## src/rtl/irq_agg_pkg.sv

```systemverilog
// Package: shared word type and register word map for the interrupt aggregator.
// Assumes a 32-bit register data path; the map is word-addressed.
package irq_agg_pkg;

    localparam int WORD_W = 32;

    typedef logic [WORD_W-1:0] word_t;

    // Fixed word indices; channel words follow from the channel count.
    localparam int REG_PEND    = 0;
    localparam int REG_ENABLE  = 1;
    localparam int REG_CH_BASE = 2;

endpackage

```

## src/rtl/irq_global_pend.sv

```systemverilog
// Module: sticky pending bits for the global event sources.
// Each bit sets on its event and clears on a one in clr_i; a set in the
// same cycle as a clear wins. Assumes clr_i is already decoded by the caller.
module irq_global_pend #(
    parameter int NUM_SRC = 3
) (
    input  logic               clk,
    input  logic               rst_n,
    input  logic [NUM_SRC-1:0] evt_i,
    input  logic [NUM_SRC-1:0] clr_i,
    output logic [NUM_SRC-1:0] pend_o
);

    logic [NUM_SRC-1:0] pend_q;

    // Update the pending bits: clear first, then let events override.
    always_ff @(posedge clk) begin
        if (!rst_n) begin
            pend_q <= '0;
        end else begin
            pend_q <= (pend_q & ~clr_i) | evt_i;
        end
    end

    assign pend_o = pend_q;

endmodule

```

## src/rtl/irq_chan_bank.sv

```systemverilog
// Module: per-channel loop pending and enable flags, stored as data words.
// Pending bits set on set_i, clear on clr_i (set wins). Enable words load
// from wr_data_i when their strobe in en_wr_i is high.
// Assumes NUM_CHAN is a multiple of the word width.
module irq_chan_bank
    import irq_agg_pkg::*;
#(
    parameter int NUM_CHAN = 64
) (
    input  logic                clk,
    input  logic                rst_n,
    input  logic [NUM_CHAN-1:0] set_i,
    input  logic [NUM_CHAN-1:0] clr_i,
    input  logic [NUM_CHAN/WORD_W-1:0] en_wr_i,
    input  word_t               wr_data_i,
    output logic [NUM_CHAN-1:0] pend_o,
    output logic [NUM_CHAN-1:0] en_o
);

    localparam int NUM_WORDS = NUM_CHAN / WORD_W;

    for (genvar w = 0; w < NUM_WORDS; w++) begin : g_word
        word_t pend_q;
        word_t en_q;

        // Hold the pending flags of this word of channels.
        always_ff @(posedge clk) begin
            if (!rst_n) begin
                pend_q <= '0;
            end else begin
                pend_q <= (pend_q & ~clr_i[w*WORD_W +: WORD_W])
                        | set_i[w*WORD_W +: WORD_W];
            end
        end

        // Hold the enable flags of this word of channels.
        always_ff @(posedge clk) begin
            if (!rst_n) begin
                en_q <= '0;
            end else if (en_wr_i[w]) begin
                en_q <= wr_data_i;
            end
        end

        assign pend_o[w*WORD_W +: WORD_W] = pend_q;
        assign en_o[w*WORD_W +: WORD_W]   = en_q;
    end

endmodule

```

## src/rtl/irq_prio_enc.sv

```systemverilog
// Module: highest-index priority encoder.
// any_o is high when any input bit is set; idx_o is the index of the
// highest set bit, or zero when none is set. Purely combinational.
module irq_prio_enc #(
    parameter int N     = 64,
    parameter int IDX_W = $clog2(N)
) (
    input  logic [N-1:0]     vec_i,
    output logic             any_o,
    output logic [IDX_W-1:0] idx_o
);

    // Scan upward so the last set bit found is the highest one.
    always_comb begin
        idx_o = '0;
        for (int i = 0; i < N; i++) begin
            if (vec_i[i]) begin
                idx_o = IDX_W'(i);
            end
        end
    end

    assign any_o = |vec_i;

endmodule

```

## src/rtl/irq_aggregator.sv

```systemverilog
// Module: top of the interrupt aggregator.
// Decodes the register port, holds the global enable word and force bit,
// and combines global and channel interrupt state into irq_o.
// Assumes the word-addressed map of irq_agg_pkg, single-cycle event pulses,
// and NUM_SRC small enough that the source bits fit below the force bit.
module irq_aggregator
    import irq_agg_pkg::*;
#(
    parameter int NUM_SRC  = 3,
    parameter int NUM_CHAN = 64,
    parameter int ADDR_W   = 3
) (
    input  logic                clk,
    input  logic                rst_n,
    input  logic [NUM_SRC-1:0]  src_evt_i,
    input  logic [NUM_CHAN-1:0] loop_evt_i,
    input  logic                we_i,
    input  logic [ADDR_W-1:0]   addr_i,
    input  logic [WORD_W-1:0]   wdata_i,
    output logic [WORD_W-1:0]   rdata_o,
    output logic                irq_o
);

    localparam int IDX_W      = $clog2(NUM_CHAN);
    localparam int NUM_WORDS  = NUM_CHAN / WORD_W;
    localparam int SUM_POS    = IDX_W;
    localparam int SRC_LSB    = IDX_W + 1;
    localparam int FORCE_POS  = WORD_W - 1;
    localparam int CH_PEND_LO = REG_CH_BASE;
    localparam int CH_EN_LO   = REG_CH_BASE + NUM_WORDS;

    logic                 wr_pend;
    logic                 wr_enable;
    logic [NUM_SRC-1:0]   gclr;
    logic [NUM_SRC-1:0]   gpend_q;
    logic [NUM_SRC-1:0]   gen_q;
    logic                 force_q;
    logic [NUM_CHAN-1:0]  chan_clr;
    logic [NUM_WORDS-1:0] chan_en_wr;
    logic [NUM_CHAN-1:0]  chan_pend;
    logic [NUM_CHAN-1:0]  chan_en;
    logic [NUM_CHAN-1:0]  chan_live;
    logic                 sum_flag;
    logic [IDX_W-1:0]     sum_idx;
    word_t                pend_word;

    assign wr_pend   = we_i && (addr_i == ADDR_W'(REG_PEND));
    assign wr_enable = we_i && (addr_i == ADDR_W'(REG_ENABLE));
    assign gclr      = wr_pend ? wdata_i[SRC_LSB +: NUM_SRC] : '0;

    irq_global_pend #(
        .NUM_SRC (NUM_SRC)
    ) u_gpend (
        .clk    (clk),
        .rst_n  (rst_n),
        .evt_i  (src_evt_i),
        .clr_i  (gclr),
        .pend_o (gpend_q)
    );

    // Hold the global enable bits and the force bit.
    always_ff @(posedge clk) begin
        if (!rst_n) begin
            gen_q   <= '0;
            force_q <= 1'b0;
        end else if (wr_enable) begin
            gen_q   <= wdata_i[NUM_SRC-1:0];
            force_q <= wdata_i[FORCE_POS];
        end
    end

    // Per-channel clear: one channel from the pending word, or W1C per word.
    for (genvar w = 0; w < NUM_WORDS; w++) begin : g_clr
        logic wr_word;
        assign wr_word       = we_i && (addr_i == ADDR_W'(CH_PEND_LO + w));
        assign chan_en_wr[w] = we_i && (addr_i == ADDR_W'(CH_EN_LO + w));
        for (genvar b = 0; b < WORD_W; b++) begin : g_bit
            localparam int CH = w * WORD_W + b;
            assign chan_clr[CH] = (wr_word && wdata_i[b])
                || (wr_pend && wdata_i[SUM_POS]
                    && (wdata_i[IDX_W-1:0] == IDX_W'(CH)));
        end
    end

    irq_chan_bank #(
        .NUM_CHAN (NUM_CHAN)
    ) u_bank (
        .clk       (clk),
        .rst_n     (rst_n),
        .set_i     (loop_evt_i),
        .clr_i     (chan_clr),
        .en_wr_i   (chan_en_wr),
        .wr_data_i (wdata_i),
        .pend_o    (chan_pend),
        .en_o      (chan_en)
    );

    assign chan_live = chan_pend & chan_en;

    irq_prio_enc #(
        .N     (NUM_CHAN),
        .IDX_W (IDX_W)
    ) u_enc (
        .vec_i (chan_live),
        .any_o (sum_flag),
        .idx_o (sum_idx)
    );

    // Assemble the global pending word from sources and channel summary.
    always_comb begin
        pend_word                       = '0;
        pend_word[SRC_LSB +: NUM_SRC]   = gpend_q;
        pend_word[SUM_POS]              = sum_flag;
        pend_word[IDX_W-1:0]            = sum_idx;
    end

    // Select the read word for the current address.
    always_comb begin
        rdata_o = '0;
        if (addr_i == ADDR_W'(REG_PEND)) begin
            rdata_o = pend_word;
        end else if (addr_i == ADDR_W'(REG_ENABLE)) begin
            rdata_o[NUM_SRC-1:0] = gen_q;
            rdata_o[FORCE_POS]   = force_q;
        end else begin
            for (int w = 0; w < NUM_WORDS; w++) begin
                if (addr_i == ADDR_W'(CH_PEND_LO + w)) begin
                    rdata_o = chan_pend[w*WORD_W +: WORD_W];
                end
                if (addr_i == ADDR_W'(CH_EN_LO + w)) begin
                    rdata_o = chan_en[w*WORD_W +: WORD_W];
                end
            end
        end
    end

    assign irq_o = force_q || sum_flag || (|(gpend_q & gen_q));

endmodule

```

## config.mk

```make
export PLATFORM = sky130hd
export DESIGN_NAME = irq_aggregator
export DESIGN_NICKNAME = d
export VERILOG_FILES = /design/src/rtl/irq_agg_pkg.sv /design/src/rtl/irq_global_pend.sv /design/src/rtl/irq_chan_bank.sv /design/src/rtl/irq_prio_enc.sv /design/src/rtl/irq_aggregator.sv
export SDC_FILE = /design/constraint.sdc
export NUM_CORES = 1
export LEC_CHECK = 0
export ABC_CLOCK_PERIOD_IN_PS = 3450
export BUFFER_PORTS_ARGS = -buffer_cell sky130_fd_sc_hd__buf_2
export CAP_MARGIN = 10
export CORE_ASPECT_RATIO = 1.4
export CORE_UTILIZATION = 58
export CTS_BUF_LIST = sky130_fd_sc_hd__clkbuf_8
export DETAILED_ROUTE_END_ITERATION = 7
export PLACE_DENSITY_LB_ADDON = 0.1
export SLEW_MARGIN = 40
export SYNTH_ARGS = -nofsm -noshare
export SYNTH_HDL_FRONTEND = slang
export SYNTH_SLANG_ARGS = --single-unit
```

## constraint.sdc

```tcl
create_clock -name clk -period 3.45 [get_ports clk]
set_clock_uncertainty 0.1 [all_clocks]
set_input_delay 0.69 -clock clk [delete_from_list [all_inputs] [get_ports clk]]
set_output_delay 0.69 -clock clk [all_outputs]
set_load 0.005 [all_outputs]
```

==> results of run 1 <==
## how the worst max path moves through the flow
stage	start	end	slack, ns	cells after the start
detailed placement	addr_i[0]	rdata_o[0]	0.29	8
floorplan	addr_i[0]	rdata_o[1]	0.51	7
global route	u_bank.g_word[1].pend_q[1]	irq_o	0.01	7
CTS	u_bank.g_word[0].en_q[9]	rdata_o[3]	0.10	7
global placement	addr_i[0]	rdata_o[1]	0.27	8
finish	u_bank.g_word[1].pend_q[1]	rdata_o[6]	0.14	7
## logic make-up (layout without fill, tap and decap cells)
logic type / after synthesis / count (layout)
AOI/OAI and AO/OA: 317 / 317
buffers and inverters: 71 / 198
DFF: 135 / 135
muxes: 63 / 63
and+or+nand+nor: 429 / 429
## power by group through the flow
stage	Clock, W	Combinational [W]	Sequential [W]
final	0.00138	0.000529	0.00172
after global routing	0.00144	0.000575	0.00173
after CTS	0.00137	0.000520	0.00172
after detailed placement	0	0.000518	0.00175
after global placement	0	0.000511	0.00175
after floorplan	0	0.000324	0.00172
## final cells by class
class | count | area share [%]
Multi-Input combinational cell | 809 | 52.8
Sequential cell | 135 | 30.2
Clock buffer | 20 | 3.07
Tap cell | 153 | 2.14
Clock inverter | 12 | 1.52
Inverter | 3 | 0.126
Timing Repair Buffer | 163 | 10.2
## cells in the final DEF (no fill, tap or decap), drive strengths merged, types with 7 or more instances in the layout
cell	n
nand2	307
buf	163
dfxtp	135
a21oi	70
a21boi	65
mux2i	60
o21a	58
nor2	34
o22ai	28
a22oi	23
nor2b	20
clkbuf	20
nand3	18
nand2b	11
a22o	10
a31oi	10
nor3	9
inv	8
a211oi	7
## metrics by stage
step	setup WS, ns	power (W)
3_3_place_gp	0.272	0.00226
4_1_cts	0.101	0.00361
2_1_floorplan	0.511	0.00205
5_1_grt	0.00955	0.00375
3_5_place_dp	0.288	0.00227
6_report	0.144	0.00363
## per-layer routing
metal / up-vias / global-route usage (%) / wire length (um)
li1: 3839 / - / -
met2: 467 / 67.1 / 13100
met1: 3834 / 46.7 / 10300
met3: 104 / 8.34 / 2310
met5: - / 0 / 0
met4: 0 / 24.9 / 1560
## worst max-delay path, stage by stage (launching register included)
cell and delay (ns):
dfxtp_1 0.36, a22o_1 0.30, nand3b_1 0.22, or4_1 0.51, nor2_1 0.15, nand3_1 0.16, a21o_1 0.23, buf_2 0.12
## flip-flops by register name (all words and copies together) (netlist names)
register and count:
u_gpend.pend_o 3, u_bank.g_word.pend_q 64, gen_q 3, u_bank.g_word.en_q 64
force_q 1
==> impl_metrics.toml, run 1 <==
[synthesis]
yosys_warnings = 0
seq_area_frac_synth_pct = 35.1
netlist_area_um2 = 7700
yosysMostFrequentCell = "nand2_1"
synth_area_leaders = "dfxtp_1 35%, nand2_1 15%, mux2i_1 7.8%"
synth_edf_count = 0
syn_inst = 1015
synth_compound_area_share_pct = 29.0
synth-seq-cells = 135
synthAdderAreaFrac_pct = 0
synth-async-reset-ratio_pct = 0
synthXorXnorAreaFrac_pct = 0
synth_top_area_share_pct = 35.1
muxShareOfSynthArea_pct = 8.24
synth-main-ff-cell = "dfxtp_1"
synth-simple-area-share_pct = 24.0
syn-num-nets = 1120
synth_common_cells = "307 x nand2_1, 135 x dfxtp_1, 70 x a21oi_1, 65 x a21boi_0, 60 x mux2i_1"
ys_types = 55
synth_top_family_by_area = "compound AO/OA/AOI/OAI gates"
syn_avg_cell_area_um2 = 7.58
yosysTopAreaCell = "dfxtp_1"

[final_layout]
seqCellArea_um2 = 2700
stdcell_count = 1295
final_util_pct = 69.6
drive_gt1_share_pct = 17.7
fillerInstances = 1161
diodes = 0
area_growth_pct = 16.4
nets = 1234
multiInputGateArea_um2 = 4730
final_cell_area_um2 = 8960

[cts]
cts_tree = "yes"
cts.sinks = 135
hold_buffers = 0
cts_resized = 0
clk_pin_slew_worst_paths_ns = 0.08
cts_setup_buffers = 0
cts_root_buf = "clkbuf_8"
cts_buffers = 17
worstSkewPairLatency_ns = 0.46
htreeDepth = 4
cts_max_path_buffers = 2

[drt]
vias = 8244
post-route-drc-count = 0
drt-vias-per-instance = 6.37
wire_per_inst_um = 21.1
dr.pass1.iters = 8
first_iter_violations = 773
drt_wl_total_mm = 27.3
detail-route-antenna-nets = 0

[worst_hold_path]
worstHoldStart = "loop_evt_i[33]"
hold_end = "u_bank.g_word[1].pend_q[1]"
hold_path.class = "in2reg"
min_delay_path_depth = 2

[setup_path]
crit_required_ns = 2.66
r2r-end = "u_bank.g_word[0].pend_q[5]"
critical_path.endpoint_type = "output port"
crit_arrival_ns = 2.52
startpoint_type = "flip-flop"
worstSetupPathType = "reg2out"
timing.rr.start = "u_bank.g_word[0].pend_q[5]"
r2r_slack_ns = 2.49
worstRegToRegCells = 3
crit_fanout = 4

[power]
pwr-share-seq_pct = 47.5
switching_share_pct = 27.7
power_frac_comb_pct = 14.6
power_density_nw_per_um2 = 405
p_leak_nw = 3.67
switchingPower_w = 0.00100
peakVddDrop_mv = 0.392
internal-power_w = 0.00262
clkPwrFrac_pct = 37.9

[timing]
max_freq_mhz = 302
setup_viol = 0
min_period_ns = 3.31
final_max_slew_viol_count = 0
tns_ns = 0
hold_violations = 0
holdWs_ns = 0.324
rsz0062_at_grt = "false"
tightestPinTransition_ns = 0.802
finalCritPeriodShare_pct = 95.8
relSlewSlack_pct = 46.4

[floorplan]
core_region_area_um2 = 12900
die_x_um = 99.4
initial_core_util_pct = 59.8
io_pins = 138
num_rows = 49
die_h_um = 138
dieArea_um2 = 13700

[global_routing]
grt_max_degree = 71
track_usage_pct = 40.3
antenna_found_initial = 0
grt_pass1_wl_mm = 42.2
grt-ovfl-total = 0
grt_pass1_vias = 7742

[placement]
placed_area_um2 = 8530
gp_congestion = 1.02
placedCellCount = 1263
place.detailed.hpwl_mm = 19.8
port_buffers = 137

[status]
status = "completed"

[flow_run]
maxCapViolCount = 0
Power figures use the tool's default switching activity.
==> run 2: changes to the inputs <==
Settings changed: CORE_MARGIN from default to 2.
==> impl_metrics.toml, run 2 (synthesis gave the netlist of run 1 again) <==
[status]
status = "completed"

[timing]
min_period_ns = 3.34
setup_viol = 0
finalCritPeriodShare_pct = 96.7
max_freq_mhz = 300
rsz0062_at_grt = "false"
final_max_slew_viol_count = 0
tightestPinTransition_ns = 0.739
holdWs_ns = 0.335
hold_violations = 0
tns_ns = 0
relSlewSlack_pct = 50.5

[setup_path]
worst_path_most_repeated_cell = "or3_1"
slowest_delay_ns = 0.46
worstRegToRegCells = 3
startpoint_type = "flip-flop"
worst-path-stages = 7
slowest_stage = "dfxtp_1"
worstSetupPathType = "reg2out"
critical_path.endpoint_type = "output port"
crit_required_ns = 2.66
path_delay_family = "simple AND/OR/NAND/NOR gates"
path_buf_inv = 1
crit_fanout = 6
crit_chain = "a22o_1 -> nor2_1 -> or3_1 -> or3_1 -> a311oi_2 -> nor3_1 -> buf_2"
crit_arrival_ns = 2.55

[floorplan]
num_rows = 49
core_region_area_um2 = 12900
die_h_um = 140
dieArea_um2 = 14200
initial_core_util_pct = 59.8
io_pins = 138
die_x_um = 101

[cts]
cts_root_buf = "clkbuf_8"
cts_max_path_buffers = 2
cts_buffers = 17
cts.sinks = 135
clk_pin_slew_worst_paths_ns = 0.09
cts_tree = "yes"
worstSkewPairLatency_ns = 0.45
hold_buffers = 0
htreeDepth = 4
cts_setup_buffers = 0

[placement]
port_buffers = 137
gp_congestion = 1.01
place.detailed.hpwl_mm = 20.1
placedCellCount = 1263

[drt]
drt-vias-per-instance = 6.38
dr.pass1.iters = 6
vias = 8257
post-route-drc-count = 0
drt_wl_total_mm = 27.7
wire_per_inst_um = 21.4
detail-route-antenna-nets = 0
first_iter_violations = 662

[final_layout]
fillerInstances = 1180
reg_top3 = "u_bank.g_word.en_q: 64 flops, u_bank.g_word.pend_q: 64 flops"
layout_common_cells = "307 x nand2_1, 135 x dfxtp_1, 135 x buf_2"
nets = 1234
stdcell_count = 1295
drive_gt1_share_pct = 17.9
area_growth_pct = 16.4
layout_commonest_cell = "nand2_1"
diodes = 0

[global_routing]
track_usage_pct = 39.3
grt_pass1_vias = 7885
grt-ovfl-total = 0
grt_pass1_wl_mm = 42.7
grt_max_degree = 79
antenna_found_initial = 0

[worst_hold_path]
min_delay_path_depth = 2
hold_path.class = "in2reg"

[flow_run]
maxCapViolCount = 0

[power]
p_leak_nw = 3.65
power_density_nw_per_um2 = 407
peakVddDrop_mv = 0.290
==> run 2: cell count changes in the layout (fill, tap and decap cells not counted), sizes merged <==
cell,change
inv,+1
clkinvlp,+2
clkbuf,-3
==> run 2: worst reg2reg max path: cells and delay by family, from the launching register on <==
kind	cells	cell delay (ns)
AOI/OAI and AO/OA	2	0.29
DFF	1	0.41
and+or+nand+nor	1	0.08
==> run 2: path summary, 6_finish.rpt <==
path / to / slack, ns / start
min reg2reg: u_bank.g_word[1].en_q[5] / 0.39 / u_bank.g_word[1].en_q[5]
max reg2reg: u_bank.g_word[0].pend_q[31] / 2.52 / u_bank.g_word[0].pend_q[31]
max: rdata_o[1] / 0.11 / u_bank.g_word[1].en_q[24]
min: u_bank.g_word[1].pend_q[9] / 0.34 / loop_evt_i[41]
==> run 2: final cells by class <==
| cell class | count | area [um2] | share of cell area [%] |
|---|---|---|---|
| timing repair buffer | 163 | 923 | 10.3 |
| multi-input combinational | 809 | 4720 | 52.7 |
| clock buffer | 17 | 234 | 2.61 |
| tap | 153 | 191 | 2.14 |
| clock inverter | 15 | 175 | 1.95 |
| inverter | 3 | 11.3 | 0.126 |
| sequential | 135 | 2700 | 30.2 |
==> run 2: what timing repair did <==
action,CTS,global route
hold endpoints to repair,0,0
setup endpoints to repair,0,2
resized for setup,0,2
==> run 2: stage by stage <==
| step | util (%) | cell area [um2] | setup slack, ns | total power (W) |
|---|---|---|---|---|
| finish | 69.6 | 8960 | 0.114 | 0.00365 |
| global route | 69.6 | 8960 | 0.0419 | 0.00377 |
| CTS | 69.5 | 8950 | 0.106 | 0.00364 |
| detailed placement | 66.3 | 8540 | 0.199 | 0.00227 |
| global placement | 66.3 | 8540 | 0.210 | 0.00226 |
| floorplan | - | 7700 | 0.511 | 0.00205 |
==> run 2: layer usage <==
layer  vias to the layer above  share of wire [%]  track usage [%]
met3                       132                8.2             8.58
met2                       461                 47             63.9
met5                         -                  0                0
met4                         0                7.0             23.9
met1                      3830                 37             46.5
li1                       3834                  -                -
==> run 2: where the power goes <==
group	switching [W]	internal [W]
Clock	0.000676	0.000717
Sequential	0.0000893	0.00163
Combinational	0.000300	0.000234
==> run 3: changes to the inputs <==
Settings changed: SETUP_SLACK_MARGIN from default to 0.3.
==> impl_metrics.toml, run 3 (synthesis gave the netlist of run 1 again) <==
[drt]
vias = 8323
drt_wl_total_mm = 28.1
drt-vias-per-instance = 6.38
detail-route-antenna-nets = 0
first_iter_violations = 695
wire_per_inst_um = 21.6
post-route-drc-count = 0
dr.pass1.iters = 6

[status]
status = "completed"

[cts]
cts_max_path_buffers = 2
cts_root_buf = "clkbuf_8"
cts_tree = "yes"
worstSkewPairLatency_ns = 0.45
cts_buffers = 17
clk_pin_slew_worst_paths_ns = 0.09
htreeDepth = 4
hold_buffers = 0
cts.sinks = 135

[timing]
fin_ws_ns = 0.284
hold_violations = 0
min_period_ns = 3.17
setup_viol = 0
max_freq_mhz = 316
final_max_slew_viol_count = 0
tns_ns = 0
relSlewSlack_pct = 49.6
rsz0062_at_grt = "true"
finalCritPeriodShare_pct = 91.8
tightestPinTransition_ns = 0.753

[power]
switchingPower_w = 0.00108
power_density_nw_per_um2 = 401
p_leak_nw = 3.76
peakVddDrop_mv = 0.290
internal-power_w = 0.00260
clkPwrFrac_pct = 38.0
pwr-share-seq_pct = 46.9
switching_share_pct = 29.4
power_frac_comb_pct = 15.1

[global_routing]
grt_max_degree = 79
grt-ovfl-total = 0
track_usage_pct = 39.6
antenna_found_initial = 0
grt_pass1_vias = 7937
grt_pass1_wl_mm = 43.0

[flow_run]
maxCapViolCount = 0

[setup_path]
startpoint_type = "flip-flop"
crit_fanout = 5
r2r-end = "u_bank.g_word[1].pend_q[0]"
timing.rr.start = "u_bank.g_word[1].pend_q[0]"
crit_required_ns = 2.66
crit_arrival_ns = 2.38
r2r_slack_ns = 2.53
worstSetupPathType = "reg2out"
worstRegToRegCells = 3
critical_path.endpoint_type = "output port"

[final_layout]
fillerInstances = 1149
area_growth_pct = 19.4
layout_commonest_cell = "nand2_1"
reg_top3 = "u_bank.g_word.en_q: 64 flops, u_bank.g_word.pend_q: 64 flops"
drive_gt1_share_pct = 21.1
diodes = 0
nets = 1243
layout_common_cells = "307 x nand2_1, 134 x buf_2, 126 x dfxtp_1"
final_cell_area_um2 = 9190

[floorplan]
core_region_area_um2 = 12900
die_h_um = 140
io_pins = 138
initial_core_util_pct = 59.8
die_x_um = 101
dieArea_um2 = 14200
num_rows = 49

[worst_hold_path]
worstHoldStart = "loop_evt_i[41]"
hold_path.class = "in2reg"
hold_end = "u_bank.g_word[1].pend_q[9]"
min_delay_path_depth = 2

[placement]
port_buffers = 137
place.detailed.hpwl_mm = 20.1
pre_cts_ws_ns = 0.199
placed_area_um2 = 8540
gp_congestion = 1.01
==> run 3: cell types whose count changed in the layout (fill, tap and decap cells not counted), moves of 2 or more <==
| cell | delta |
|---|---|
| nand3_1 | -3 |
| buf_6 | +3 |
| or3_4 | +2 |
| a22oi_1 | -10 |
| a22o_4 | +2 |
| nand3_2 | +3 |
| dfxtp_2 | +9 |
| a22o_1 | -2 |
| dfxtp_1 | -9 |
| buf_4 | +6 |
| or3_1 | -2 |
| a22oi_2 | +10 |
==> run 3: repair_timing <==
| item | CTS | global route |
|---|---|---|
| setup endpoints to repair | 7 | 8 |
| pin swaps | 11 | 6 |
| endpoints found under the hold margin | 0 | 0 |
| resized for setup | 24 | 22 |
| setup buffers | 7 | 2 |
==> run 3: per-layer routing <==
layer  vias to the layer above  global-route usage, %  part of all wire [%]
li1                       3860                      -                     -
met1                      3872                   46.9                    36
met2                       476                   64.9                    48
met3                       115                   8.73                   9.3
met4                         0                   23.3                   6.2
met5                         -                      0                     0
==> run 3: power groups by stage <==
stage	Clock, W	Combinational [W]	Sequential [W]
2_1_floorplan	0	0.000324	0.00172
3_3_place_gp	0	0.000513	0.00175
3_5_place_dp	0	0.000522	0.00175
4_1_cts	0.00140	0.000540	0.00172
5_1_grt	0.00147	0.000601	0.00173
6_report	0.00140	0.000556	0.00173
==> run 3: critical path: stages, from the launching register on <==
cell      delay, ns
dfxtp_1        0.37
a22oi_2        0.27
buf_4          0.16
nand4_1        0.17
nand4_1        0.17
a211oi_1       0.08
o311ai_1       0.32
o221ai_1       0.21
buf_2          0.17
==> run 3: area by class of cell <==
cell class / count / area, um2 / area share [%]
multi-input combinational: 809 / 4850 / 52.7
sequential: 135 / 2710 / 29.5
timing repair buffer: 172 / 1020 / 11.1
clock buffer: 17 / 234 / 2.55
tap: 153 / 191 / 2.08
clock inverter: 15 / 175 / 1.91
inverter: 3 / 11.3 / 0.123
==> run 3: worst max-delay path by stage <==
stage	slack [ns]	cells past startpoint	to	from
after floorplan	0.51	7	rdata_o[1]	addr_i[0]
after global placement	0.21	8	rdata_o[1]	addr_i[2]
after detailed placement	0.20	8	rdata_o[1]	addr_i[2]
after CTS	0.30	7	rdata_o[6]	u_bank.g_word[1].pend_q[1]
after global routing	0.24	7	rdata_o[6]	u_bank.g_word[1].pend_q[1]
final	0.28	8	rdata_o[3]	u_bank.g_word[0].en_q[11]
==> run 3: metrics by stage <==
| step | hold WS [ns] | power [W] | cells | util (%) |
|---|---|---|---|---|
| 2_1_floorplan | 0.353 | 0.00205 | 1015 | - |
| 3_3_place_gp | 0.368 | 0.00226 | 1263 | 66.3 |
| 3_5_place_dp | 0.376 | 0.00227 | 1263 | 66.3 |
| 4_1_cts | 0.328 | 0.00365 | 1302 | 70.6 |
| 5_1_grt | 0.317 | 0.00380 | 1304 | 71.4 |
| 6_report | 0.334 | 0.00368 | 1304 | 71.4 |
